### src/rtl/sb_pkg.sv
package sb_pkg;
   typedef enum logic [1:0] {
      ORD_STRICT = 2'd0,
      ORD_TOTAL  = 2'd1,
      ORD_PART   = 2'd2,
      ORD_ALT    = 2'd3
   } ord_mode_e;
endpackage

### src/rtl/sb_pick.sv
// Retirement selector: finds eligible entries and picks the one to offer.
module sb_pick #(
   parameter int DEPTH = 8,
   parameter int AW    = 16,
   localparam int IW   = $clog2(DEPTH)
) (
   input  logic [DEPTH-1:0]         vld,
   input  logic [DEPTH-1:0][AW-1:0] addr,
   input  logic [DEPTH-1:0]         bar,
   input  logic                     relax,
   input  logic                     skip_vld,
   input  logic [IW-1:0]            skip_idx,
   output logic                     pick_vld,
   output logic [IW-1:0]            pick_idx
);
   logic [DEPTH-1:0] elig;

   for (genvar i = 0; i < DEPTH; i++) begin : g_elig
      if (i == 0) begin : g_head
         assign elig[i] = vld[0];
      end else begin : g_body
         logic conflict, blocked;
         always_comb begin
            conflict = 1'b0;
            blocked  = vld[i] && bar[i];
            for (int j = 0; j < i; j++) begin
               if (vld[j] && addr[j] == addr[i]) conflict = 1'b1;
               if (j > 0 && vld[j] && bar[j])     blocked  = 1'b1;
            end
         end
         assign elig[i] = relax && vld[i] && !conflict && !blocked;
      end
   end

   logic          first_vld, aft_vld;
   logic [IW-1:0] first_idx, aft_idx;

   always_comb begin
      first_vld = 1'b0;
      first_idx = '0;
      aft_vld   = 1'b0;
      aft_idx   = '0;
      for (int i = DEPTH - 1; i >= 0; i--) begin
         if (elig[i]) begin
            first_vld = 1'b1;
            first_idx = IW'(i);
            if (skip_vld && IW'(i) > skip_idx) begin
               aft_vld = 1'b1;
               aft_idx = IW'(i);
            end
         end
      end
      pick_vld = first_vld;
      pick_idx = aft_vld ? aft_idx : first_idx;
   end
endmodule

### src/rtl/sb_match.sv
// Load address lookup: reports any match and the youngest matching data.
module sb_match #(
   parameter int DEPTH = 8,
   parameter int AW    = 16,
   parameter int DW    = 32
) (
   input  logic [DEPTH-1:0]         vld,
   input  logic [DEPTH-1:0][AW-1:0] addr,
   input  logic [DEPTH-1:0][DW-1:0] data,
   input  logic [AW-1:0]            ld_addr,
   output logic                     hit,
   output logic [DW-1:0]            fwd_data
);
   always_comb begin
      hit      = 1'b0;
      fwd_data = '0;
      for (int i = 0; i < DEPTH; i++) begin
         if (vld[i] && addr[i] == ld_addr) begin
            hit      = 1'b1;
            fwd_data = data[i];
         end
      end
   end
endmodule

### src/rtl/sb_store_buffer.sv
module sb_store_buffer
   import sb_pkg::*;
#(
   parameter int AW    = 16,
   parameter int DW    = 32,
   parameter int DEPTH = 8
) (
   input  logic          clk,
   input  logic          rst_n,
   input  logic [1:0]    mode,
   input  logic          st_valid,
   output logic          st_ready,
   input  logic [AW-1:0] st_addr,
   input  logic [DW-1:0] st_data,
   input  logic          ld_valid,
   output logic          ld_ready,
   input  logic [AW-1:0] ld_addr,
   output logic          ld_resp_valid,
   output logic [DW-1:0] ld_resp_data,
   input  logic          fence_valid,
   input  logic          fence_kind,
   output logic          fence_ready,
   output logic          mst_valid,
   input  logic          mst_ready,
   output logic [AW-1:0] mst_addr,
   output logic [DW-1:0] mst_data,
   output logic          mld_valid,
   input  logic          mld_ready,
   output logic [AW-1:0] mld_addr,
   input  logic          mld_resp_valid,
   input  logic [DW-1:0] mld_resp_data
);
   localparam int IW = $clog2(DEPTH);

   if (DEPTH < 2) begin : g_bad_depth
      $error("sb_store_buffer: DEPTH must be at least 2");
   end
   if (AW < 1 || DW < 1) begin : g_bad_width
      $error("sb_store_buffer: AW and DW must be positive");
   end

   ord_mode_e ord;
   assign ord = ord_mode_e'(mode);

   logic relax, fwd_en;
   assign relax  = (ord == ORD_PART);
   assign fwd_en = (ord != ORD_STRICT);

   // entry storage, index 0 oldest
   logic [DEPTH-1:0]         ent_vld, ent_bar;
   logic [DEPTH-1:0][AW-1:0] ent_addr;
   logic [DEPTH-1:0][DW-1:0] ent_data;

   logic ser_pend, bar_now, bar_pend_q;
   assign ser_pend    = fence_valid && fence_kind;
   assign bar_now     = fence_valid && !fence_kind;
   assign fence_ready = fence_kind ? ~|ent_vld : 1'b1;

   assign st_ready = !ent_vld[DEPTH-1] && !ser_pend;
   logic st_fire;
   assign st_fire = st_valid && st_ready;

   // load path
   logic          ld_hit, ld_busy_q, ld_can, resp_vld_q;
   logic [DW-1:0] fwd_data, resp_data_q;

   sb_match #(.DEPTH(DEPTH), .AW(AW), .DW(DW)) u_match (
      .vld(ent_vld), .addr(ent_addr), .data(ent_data),
      .ld_addr(ld_addr), .hit(ld_hit), .fwd_data(fwd_data)
   );

   assign ld_can        = !ld_busy_q && !ser_pend;
   assign ld_ready      = ld_can && (ld_hit ? fwd_en : mld_ready);
   assign mld_valid     = ld_valid && ld_can && !ld_hit;
   assign mld_addr      = ld_addr;
   assign ld_resp_valid = resp_vld_q;
   assign ld_resp_data  = resp_data_q;

   always_ff @(posedge clk or negedge rst_n) begin
      if (!rst_n) begin
         ld_busy_q   <= 1'b0;
         resp_vld_q  <= 1'b0;
         resp_data_q <= '0;
      end else begin
         resp_vld_q <= 1'b0;
         if (ld_valid && ld_ready && ld_hit) begin
            resp_vld_q  <= 1'b1;
            resp_data_q <= fwd_data;
         end
         if (mld_valid && mld_ready) ld_busy_q <= 1'b1;
         if (ld_busy_q && mld_resp_valid) begin
            ld_busy_q   <= 1'b0;
            resp_vld_q  <= 1'b1;
            resp_data_q <= mld_resp_data;
         end
      end
   end

   // retirement path
   logic          pick_vld, skip_vld_q, st_ret;
   logic [IW-1:0] pick_idx, skip_idx_q;

   sb_pick #(.DEPTH(DEPTH), .AW(AW)) u_pick (
      .vld(ent_vld), .addr(ent_addr), .bar(ent_bar), .relax(relax),
      .skip_vld(skip_vld_q), .skip_idx(skip_idx_q),
      .pick_vld(pick_vld), .pick_idx(pick_idx)
   );

   assign mst_valid = pick_vld;
   assign mst_addr  = ent_addr[pick_idx];
   assign mst_data  = ent_data[pick_idx];
   assign st_ret    = mst_valid && mst_ready;

   // collapse on retirement, then append at the first free slot
   logic [DEPTH-1:0]         sh_vld, sh_bar, n_vld, n_bar;
   logic [DEPTH-1:0][AW-1:0] sh_addr, n_addr;
   logic [DEPTH-1:0][DW-1:0] sh_data, n_data;
   logic                     new_bar;

   assign sh_vld  = {1'b0, ent_vld[DEPTH-1:1]};
   assign sh_bar  = {1'b0, ent_bar[DEPTH-1:1]};
   assign sh_addr = {{AW{1'b0}}, ent_addr[DEPTH-1:1]};
   assign sh_data = {{DW{1'b0}}, ent_data[DEPTH-1:1]};
   assign new_bar = bar_pend_q || (bar_now && |ent_vld);

   always_comb begin
      logic placed;
      n_vld  = ent_vld;
      n_bar  = ent_bar;
      n_addr = ent_addr;
      n_data = ent_data;
      placed = 1'b0;
      for (int i = 0; i < DEPTH; i++) begin
         if (st_ret && !(IW'(i) < pick_idx)) begin
            n_vld[i]  = sh_vld[i];
            n_bar[i]  = sh_bar[i];
            n_addr[i] = sh_addr[i];
            n_data[i] = sh_data[i];
         end
      end
      for (int i = 0; i < DEPTH; i++) begin
         if (st_fire && !placed && !n_vld[i]) begin
            n_vld[i]  = 1'b1;
            n_bar[i]  = new_bar;
            n_addr[i] = st_addr;
            n_data[i] = st_data;
            placed    = 1'b1;
         end
      end
   end

   always_ff @(posedge clk or negedge rst_n) begin
      if (!rst_n) begin
         ent_vld    <= '0;
         ent_bar    <= '0;
         ent_addr   <= '0;
         ent_data   <= '0;
         bar_pend_q <= 1'b0;
         skip_vld_q <= 1'b0;
         skip_idx_q <= '0;
      end else begin
         ent_vld  <= n_vld;
         ent_bar  <= n_bar;
         ent_addr <= n_addr;
         ent_data <= n_data;
         if (st_fire)                     bar_pend_q <= 1'b0;
         else if (bar_now && |ent_vld)    bar_pend_q <= 1'b1;
         if (st_ret || !relax) begin
            skip_vld_q <= 1'b0;
         end else if (mst_valid) begin
            skip_vld_q <= 1'b1;
            skip_idx_q <= pick_idx;
         end
      end
   end
endmodule

### config.mk
export PLATFORM = sky130hd
export DESIGN_NAME = sb_store_buffer
export DESIGN_NICKNAME = d
export VERILOG_FILES = /design/src/rtl/sb_pkg.sv /design/src/rtl/sb_pick.sv /design/src/rtl/sb_match.sv /design/src/rtl/sb_store_buffer.sv
export SDC_FILE = /design/constraint.sdc
export NUM_CORES = 2
export LEC_CHECK = 0
export BUFFER_PORTS_ARGS = -buffer_cell sky130_fd_sc_hd__buf_4
export CORE_MARGIN = 3
export CORE_UTILIZATION = 60
export CTS_CLUSTER_DIAMETER = 100
export DETAILED_ROUTE_END_ITERATION = 10
export PLACE_DENSITY = 0.89
export RECOVER_POWER = 50
export SLEW_MARGIN = 20
export SYNTH_ARGS = -nofsm -noshare
export SYNTH_HDL_FRONTEND = slang
export SYNTH_SLANG_ARGS = --single-unit
### constraint.sdc
create_clock -name clk -period 11 [get_ports clk]
set_clock_uncertainty 0.1 [all_clocks]
set_input_delay 1.65 -clock clk [delete_from_list [all_inputs] [get_ports clk]]
set_output_delay 1.65 -clock clk [all_outputs]
set_load 0.005 [all_outputs]
Yosys cells after proc, flatten, opt, wreduce, memory -nomap -nowiden
Cells that the tools add are included.
{"block": "word_totals", "regBits": 438, "word_cells": 454, "latch_bits": 0, "out_inout_bits": 102, "input_bits": 107, "mem_count": 0, "rom_bits": 0, "mem_bits_rw": 0}
{"block": "classes", "eq_ne": 37, "reduce_logical": 170, "shifts": 0, "n_mul": 0, "n_mux": 199, "n_addsub": 0, "div_mod_pow": 0, "magnitude_cmp": 17, "n_bitwise": 1}
{"cell": "$mux W32", "count": 27}
{"cell": "$eq A16 B16 Y1", "count": 36}
{"cell": "$mux W16", "count": 17}
{"cell": "$mux W1", "count": 128}
{"cell": "$logic_and A1 B1 Y1", "count": 109}
{"cell": "$bmux W32 S3", "count": 1}
{"cell": "$mux W3", "count": 25}
{"cell": "$bmux W16 S3", "count": 1}
{"cell": "$logic_not A1 Y1", "count": 44}
{"cell": "$reduce_bool A2 Y1", "count": 13}
{"cell": "$gt A3 B3 Y1 const A", "count": 4}
{"cell": "$lt A3 B3 Y1 const A", "count": 4}
{"cell": "$reduce_or A8 Y1", "count": 1}
{"cell": "$gt A1 B3 Y1 const A", "count": 2}
{"cell": "$gt A2 B3 Y1 const A", "count": 2}
{"cell": "$lt A1 B3 Y1 const A", "count": 2}
{"cell": "$lt A2 B3 Y1 const A", "count": 2}
{"cell": "$lt A3 B4 Y1 const B", "count": 1}
{"cell": "$eq A2 B2 Y1 const B", "count": 1}
{"cell": "$logic_or A1 B1 Y1", "count": 2}
{"cell": "$reduce_and A2 Y1", "count": 1}
{"cell": "$not A1 Y1", "count": 1}

Depth between registers and ports, before layout
{"block": "logic_depth", "depth_word": 63, "mapped_depth": 18, "ltp_nobuf": 12}

Cells and area by module
Synthesis repeated with hierarchy kept, for this count alone.
{"block": "hier_totals", "cells_unflattened": 3419, "hier_area_um2": 33523.4}
{"mod": "sb_store_buffer", "seq_area_each_um2": 10985.5, "n_inst": 1, "area_each_um2": 23113.4, "cells_each": 1900}
{"mod": "sb_pick", "seq_area_each_um2": 0.0, "n_inst": 1, "area_each_um2": 5988.2, "cells_each": 813}
{"mod": "sb_match", "seq_area_each_um2": 0.0, "n_inst": 1, "area_each_um2": 4421.7, "cells_each": 706}

Least setup slack after synthesis
Ideal clock, no wire load.
{"block": "synth_timing", "kind": "input to output", "from": "input port mode[1]", "to": "output port mst_data[30]", "t_required_ns": 9.250, "cell_stages": 14, "arrival_ns": 4.777, "n_path_buf": 2, "path_slack_ns": 4.473, "path_cell_list": "nor2b_1 nand4_1 a21oi_1 nand4b_1 a311oi_2 nand4_4 o211ai_1 a32oi_1 nand2_1 clkbuf_1 buf_2 mux2i_1 o22ai_1 or2_2"}
{"block": "synth_between", "elab_chain_cells": 22, "word_cells_on_any_way": 63, "classes_between": "eq/ne (1); mux (41); reduce/logical (21)"}
{"element": "from (decl)", "line": "sb_store_buffer.sv:10", "source": "input logic [1:0] mode,"}
{"element": "$eq A2 B2 Y1 (*)", "line": "sb_store_buffer.sv:46", "source": "assign relax = (ord == ORD_PART);"}
{"element": "$logic_and A1 B1 Y1 (3 in series)", "line": "sb_pick.sv:31", "source": "assign elig[i] = relax && vld[i] && !conflict && !blocked;"}
{"element": "$mux W3 or $mux W1 (tied branches)", "line": "sb_pick.sv:44", "source": "if (elig[i]) begin"}
{"element": "$mux W3 or $mux W1 (tied branches)", "line": "sb_pick.sv:47", "source": "if (skip_vld && IW'(i) > skip_idx) begin"}
{"element": "$mux W3 or $mux W1 (tied branches)", "line": "sb_pick.sv:44"}
{"element": "$mux W3 or $mux W1 (tied branches)", "line": "sb_pick.sv:47"}
{"element": "$mux W3 or $mux W1 (tied branches)", "line": "sb_pick.sv:44"}
{"element": "$mux W3 or $mux W1 (tied branches)", "line": "sb_pick.sv:47"}
{"element": "(+4 left out)"}
{"element": "$mux W3 or $mux W1 (tied branches)", "line": "sb_pick.sv:44"}
{"element": "$mux W3 or $mux W1 (tied branches)", "line": "sb_pick.sv:47"}
{"element": "$mux W3 or $mux W1 (tied branches)", "line": "sb_pick.sv:44"}
{"element": "$mux W3 or $mux W1 (tied branches)", "line": "sb_pick.sv:47"}
{"element": "$mux W3 or $mux W1 (tied branches)", "line": "sb_pick.sv:44"}
{"element": "$mux W3 (*)", "line": "sb_pick.sv:54", "source": "pick_idx = aft_vld ? aft_idx : first_idx;"}
{"element": "$bmux W32 S3 (*)", "line": "sb_store_buffer.sv:111", "source": "assign mst_data = ent_data[pick_idx];"}
{"element": "$mux W32 (implied by the code) (*)", "line": "sb_store_buffer.sv:111"}
{"element": "to (decl)", "line": "sb_store_buffer.sv:26", "source": "output logic [DW-1:0] mst_data,"}
Mark *: on every way between the ends. The rest lies on a longest branch, timed or not. The select of a mux whose other input is x is not followed.

Final worst setup path
{"block": "layout_timing", "from": "register ent_addr[44] (netlist bit)", "to": "output port mst_data[15]"}
{"block": "layout_between", "elab_chain_cells": 28, "word_cells_on_any_way": 90, "classes_between": "eq/ne (7); mux (58); reduce/logical (25)"}
{"element": "from (decl)", "line": "sb_store_buffer.sv:51", "source": "logic [DEPTH-1:0][AW-1:0] ent_addr;"}
{"element": "from (signal assigned)", "line": "sb_store_buffer.sv:164", "source": "ent_addr <= n_addr;"}
{"element": "$eq A16 B16 Y1", "line": "sb_pick.sv:27", "source": "if (vld[j] && addr[j] == addr[i]) conflict = 1'b1;"}
{"element": "$logic_and A1 B1 Y1", "line": "sb_pick.sv:27"}
{"element": "$mux W1 (5 in series)", "line": "sb_pick.sv:27"}
{"element": "$logic_not A1 Y1", "line": "sb_pick.sv:31"}
{"element": "$logic_and A1 B1 Y1 (2 in series)", "line": "sb_pick.sv:31"}
{"element": "$mux W3 or $mux W1 (tied branches)", "line": "sb_pick.sv:44"}
{"element": "$mux W3 or $mux W1 (tied branches)", "line": "sb_pick.sv:47"}
{"element": "$mux W3 or $mux W1 (tied branches)", "line": "sb_pick.sv:44"}
{"element": "(+7 left out)"}
{"element": "$mux W3 or $mux W1 (tied branches)", "line": "sb_pick.sv:44"}
{"element": "$mux W3 or $mux W1 (tied branches)", "line": "sb_pick.sv:47"}
{"element": "$mux W3 or $mux W1 (tied branches)", "line": "sb_pick.sv:44"}
{"element": "$mux W3 or $mux W1 (tied branches)", "line": "sb_pick.sv:47"}
{"element": "$mux W3 or $mux W1 (tied branches)", "line": "sb_pick.sv:44"}
{"element": "$mux W3 (*)", "line": "sb_pick.sv:54"}
{"element": "$bmux W32 S3 (*)", "line": "sb_store_buffer.sv:111"}
{"element": "$mux W32 (implied by the code) (*)", "line": "sb_store_buffer.sv:111"}
Marks and branches as above.

==> impl_metrics.xml <==
<?xml version="1.0" encoding="UTF-8"?>
<metrics>
  <group name="run">
    <metric name="max_cap_violations" unit="">2</metric>
  </group>
  <group name="setup_path">
    <metric name="timing.critical_path.required" unit="ps">9250</metric>
    <metric name="worst_path_dominant_cell_family" unit="">simple AND/OR/NAND/NOR gates</metric>
    <metric name="worst_setup_ep_type" unit="">primary output</metric>
    <metric name="start_kind" unit="">flip-flop</metric>
    <metric name="max_stage_delay" unit="ps">1020</metric>
    <metric name="master_of_the_slowest_instance_on_the_critical_path" unit="">sky130_fd_sc_hd__dfrtp_1</metric>
    <metric name="worst-path-max-fanout" unit="">59</metric>
    <metric name="timing_worst_setup_path_type" unit="">reg2out</metric>
    <metric name="critPathArrivalTime" unit="ps">7450</metric>
    <metric name="number_of_buffers_and_inverters_on_the_critical_path" unit="">2</metric>
    <metric name="cp_cell_sequence" unit="">xor2_1, nor4_1, nand4_1, o32ai_1, or2_2, a21oi_1, o21ai_1, a32oi_1, nand2_4, buf_4, mux2i_1, o22ai_1, or2_2, buf_4</metric>
  </group>
  <group name="logic_synthesis">
    <metric name="synth_cell_types" unit="">80</metric>
    <metric name="postSynthNetCount" unit="">3510</metric>
    <metric name="async_reset_ff_frac" unit="">1.000</metric>
    <metric name="synthTopCellsByArea" unit="">sky130_fd_sc_hd__dfrtp_1 33%, sky130_fd_sc_hd__mux2i_1 27%, sky130_fd_sc_hd__xor2_1 8.9%</metric>
    <metric name="postSynth.topFlopCell" unit="">sky130_fd_sc_hd__dfrtp_1</metric>
    <metric name="post_synth.cell_area_avg" unit="um2">9.769</metric>
    <metric name="synth_cells" unit="">3403</metric>
    <metric name="number_of_enable_flip_flop_cells_after_synthesis" unit="">0</metric>
    <metric name="netlist.area_leader.share" unit="">0.3297</metric>
    <metric name="yosys_warnings" unit="">0</metric>
    <metric name="netlist.top_cell.by_area" unit="">sky130_fd_sc_hd__dfrtp_1</metric>
    <metric name="ys_seq_elements" unit="">438</metric>
    <metric name="syn_area" unit="um2">33240</metric>
    <metric name="synth.yosys.seq_area_share" unit="">0.3297</metric>
  </group>
  <group name="placement">
    <metric name="hpwlAfterDp" unit="um">84650</metric>
    <metric name="io_buffers" unit="">208</metric>
    <metric name="placedCellCount" unit="">4089</metric>
    <metric name="gp_congestion" unit="">1.104</metric>
  </group>
  <group name="cells_and_area">
    <metric name="layout_commonest_cell" unit="">sky130_fd_sc_hd__mux2i_1</metric>
    <metric name="finish.cell_count_without_fillers" unit="">4180</metric>
    <metric name="final_cell_mix" unit="">912 x sky130_fd_sc_hd__mux2i_1, 438 x sky130_fd_sc_hd__dfrtp_1, 336 x sky130_fd_sc_hd__xor2_1</metric>
    <metric name="register_area" unit="um2">10960</metric>
    <metric name="fillCellCount" unit="">4088</metric>
    <metric name="final_layout_size_suffix_gt1_frac" unit="">0.1312</metric>
    <metric name="layout_area_overhead" unit="%">9.360</metric>
    <metric name="multiInputGateArea" unit="um2">20390</metric>
    <metric name="number_of_nets_at_the_end_of_the_flow" unit="">3508</metric>
  </group>
  <group name="timing">
    <metric name="final-hold-violation-count" unit="">0</metric>
    <metric name="max-slew-margin-rel" unit="">-3.366</metric>
    <metric name="layout_worst_path_cycle_share" unit="">0.8360</metric>
    <metric name="worst_pin_slew" unit="ps">6549</metric>
    <metric name="rsz0062_at_grt" unit="">no</metric>
    <metric name="setup_total_negative_slack" unit="ps">0</metric>
    <metric name="timing.fmax" unit="GHz">0.1087</metric>
    <metric name="fin_crit" unit="ps">9196</metric>
    <metric name="timing.final.max_slew_violations" unit="">276</metric>
    <metric name="report.final.setup_viol" unit="">0</metric>
  </group>
  <group name="clock_tree">
    <metric name="cts_max_path_buffers" unit="">3</metric>
    <metric name="cts.reportedPaths.clkPinSlew" unit="ps">60</metric>
    <metric name="post_cts_repair_timing_setup_buffer_count" unit="">0</metric>
    <metric name="cts_htree_levels" unit="">2</metric>
    <metric name="clock_buffers_created_by_tritoncts" unit="">48</metric>
    <metric name="numClockSinks" unit="">438</metric>
    <metric name="tritoncts" unit="">done</metric>
    <metric name="ctsResizeCount" unit="">0</metric>
    <metric name="cts-root-buf" unit="">sky130_fd_sc_hd__clkbuf_16</metric>
    <metric name="ctsHoldBuffers" unit="">0</metric>
    <metric name="worstSkewPairLatency" unit="ps">620</metric>
  </group>
  <group name="status">
    <metric name="run_status" unit="">finished, violations left</metric>
    <metric name="failed_checks" unit="">capacitance limit, slew limit</metric>
  </group>
  <group name="routing">
    <metric name="drt-initial-drc-count" unit="">4294</metric>
    <metric name="drcViolationCount" unit="">0</metric>
    <metric name="route.vias.total" unit="">29890</metric>
    <metric name="route.final.wire_length" unit="um">135200</metric>
    <metric name="viasPerCell" unit="">7.150</metric>
    <metric name="wire_per_inst" unit="um">32.34</metric>
    <metric name="route.antenna.remaining_nets" unit="">0</metric>
    <metric name="number_of_iterations_in_the_first_detailed_routing_pass" unit="">7</metric>
  </group>
  <group name="global_route">
    <metric name="global_route_wire_length_before_repair" unit="um">194700</metric>
    <metric name="globalRoute.totalOverflow" unit="">0</metric>
    <metric name="antenna_found_initial" unit="">1</metric>
    <metric name="grt_pass1_vias" unit="">29390</metric>
    <metric name="global_route.usage.total" unit="">0.4555</metric>
    <metric name="largest_net_degree_at_the_start_of_global_routing" unit="">167</metric>
  </group>
  <group name="floorplanning">
    <metric name="design.core.area" unit="um2">54350</metric>
    <metric name="initial_utilization" unit="">0.6117</metric>
    <metric name="chipWidth" unit="um">241.4</metric>
    <metric name="fp.dieH" unit="um">241.4</metric>
    <metric name="area_of_the_die" unit="um2">58270</metric>
    <metric name="io-pin-count" unit="">209</metric>
    <metric name="placement_rows" unit="">85</metric>
  </group>
  <group name="pwr">
    <metric name="power.static_leakage" unit="nW">19.05</metric>
    <metric name="power_per_cell_area" unit="nW/um2">219.3</metric>
    <metric name="ir_drop" unit="uV">178.0</metric>
  </group>
  <group name="worst_hold_path">
    <metric name="worst_hold_class" unit="">reg2reg</metric>
  </group>
</metrics>
## state kept, by name, indices dropped and copies added (netlist names)
signal         flops
skip_vld_q         1
skip_idx_q         3
ent_addr         128
ent_data         256
bar_pend_q         1
ent_vld            8
ld_resp_valid      1
ld_busy_q          1
ld_resp_data      32
ent_bar            7
## cells in the mapped netlist, drive strengths merged, types with 3 or more instances
master and number:
o211ai 67, xor2 336, a311oi 3, nor2b 5, nand3b 5, buf 242
dfrtp 438, a211o 4, o21ai 87, and2 4, or2 53, a22oi 3
clkbuf 114, and3 4, nand4 69, nand2 228, a31oi 36, a21oi 44
nor3b 5, nand2b 4, o21a 3, mux2i 912, o32ai 6, a211oi 4
a32oi 3, o22ai 128, xnor2 240, nor2 50, inv 56, nor3 28
nor4 82, o2111ai 4, or4 4, nand3 97
## layer usage
metal  up-vias  part of all wire  track usage
li1      12050                 -            -
met1     14520              0.37       0.5937
met2      2558              0.42       0.6620
met3       761              0.14       0.1393
met4         0             0.075       0.2868
met5         -                 0            0
## tightest hold or removal path, cell delays in order (launching register included)
cell and delay, ps:
sky130_fd_sc_hd__dfrtp_1 340, sky130_fd_sc_hd__o22ai_1 60, sky130_fd_sc_hd__a21oi_1 110
## kinds of logic (layout without fill, tap and decap cells)
kind of cell    after synthesis  in the layout  share of synthesized area
simple gates                644            644                    0.09895
compound gates              415            415                    0.08224
other cells                   0              4                          0
xor+xnor                    576            576                     0.1518
flops                       438            438                     0.3297
buf+inv                     416            450                    0.06199
mux                         914            914                     0.2754
## through the flow
step	utilization	area, um2	hold slack [ps]	power (W)	setup slack [ps]
6_report	0.6690	36360	453.3	0.007974	1804
3_3_place_gp	0.6407	34820	428.5	0.006087	2664
3_5_place_dp	0.6407	34820	445.9	0.006145	2458
2_1_floorplan	-	33240	386.9	0.004767	4473
4_1_cts	0.6699	36410	461.7	0.007809	2230
5_1_grt	0.6688	36350	484.4	0.008211	1205
## final timing paths
path,endpoint,cells after the start,slack [ps],start
max in group asynchronous,ent_addr[64],3,2270,rst_n
hold reg to reg,ld_resp_data[13],2,450,ld_resp_data[13]
setup / recovery,mst_data[15],14,1800,ent_addr[44]
min in group asynchronous,ent_data[163],1,3360,rst_n
setup reg to reg,ent_addr[107],13,3380,ent_addr[44]
hold / removal,ld_resp_data[13],2,450,ld_resp_data[13]
## where the power goes
| group | switching (W) | leakage [nW] | internal (W) |
|---|---|---|---|
| combinational | 0.00201 | 12.4 | 0.00155 |
| sequential | 0.000788 | 5.84 | 0.00198 |
| clock | 0.000705 | 0.783 | 0.000947 |
| total | 0.00350 | 19.1 | 0.00447 |
## final cells by class
class | instances | area share
inverters | 58 | 0.005988
repair buffers | 306 | 0.06236
clock inverters | 17 | 0.005747
multi-input cells | 2549 | 0.5608
diodes | 4 | 0.0002753
flip-flops and latches | 438 | 0.3015
well taps | 739 | 0.02543
clock buffers | 69 | 0.03796
No activity file was read; power rests on OpenSTA's default activity.
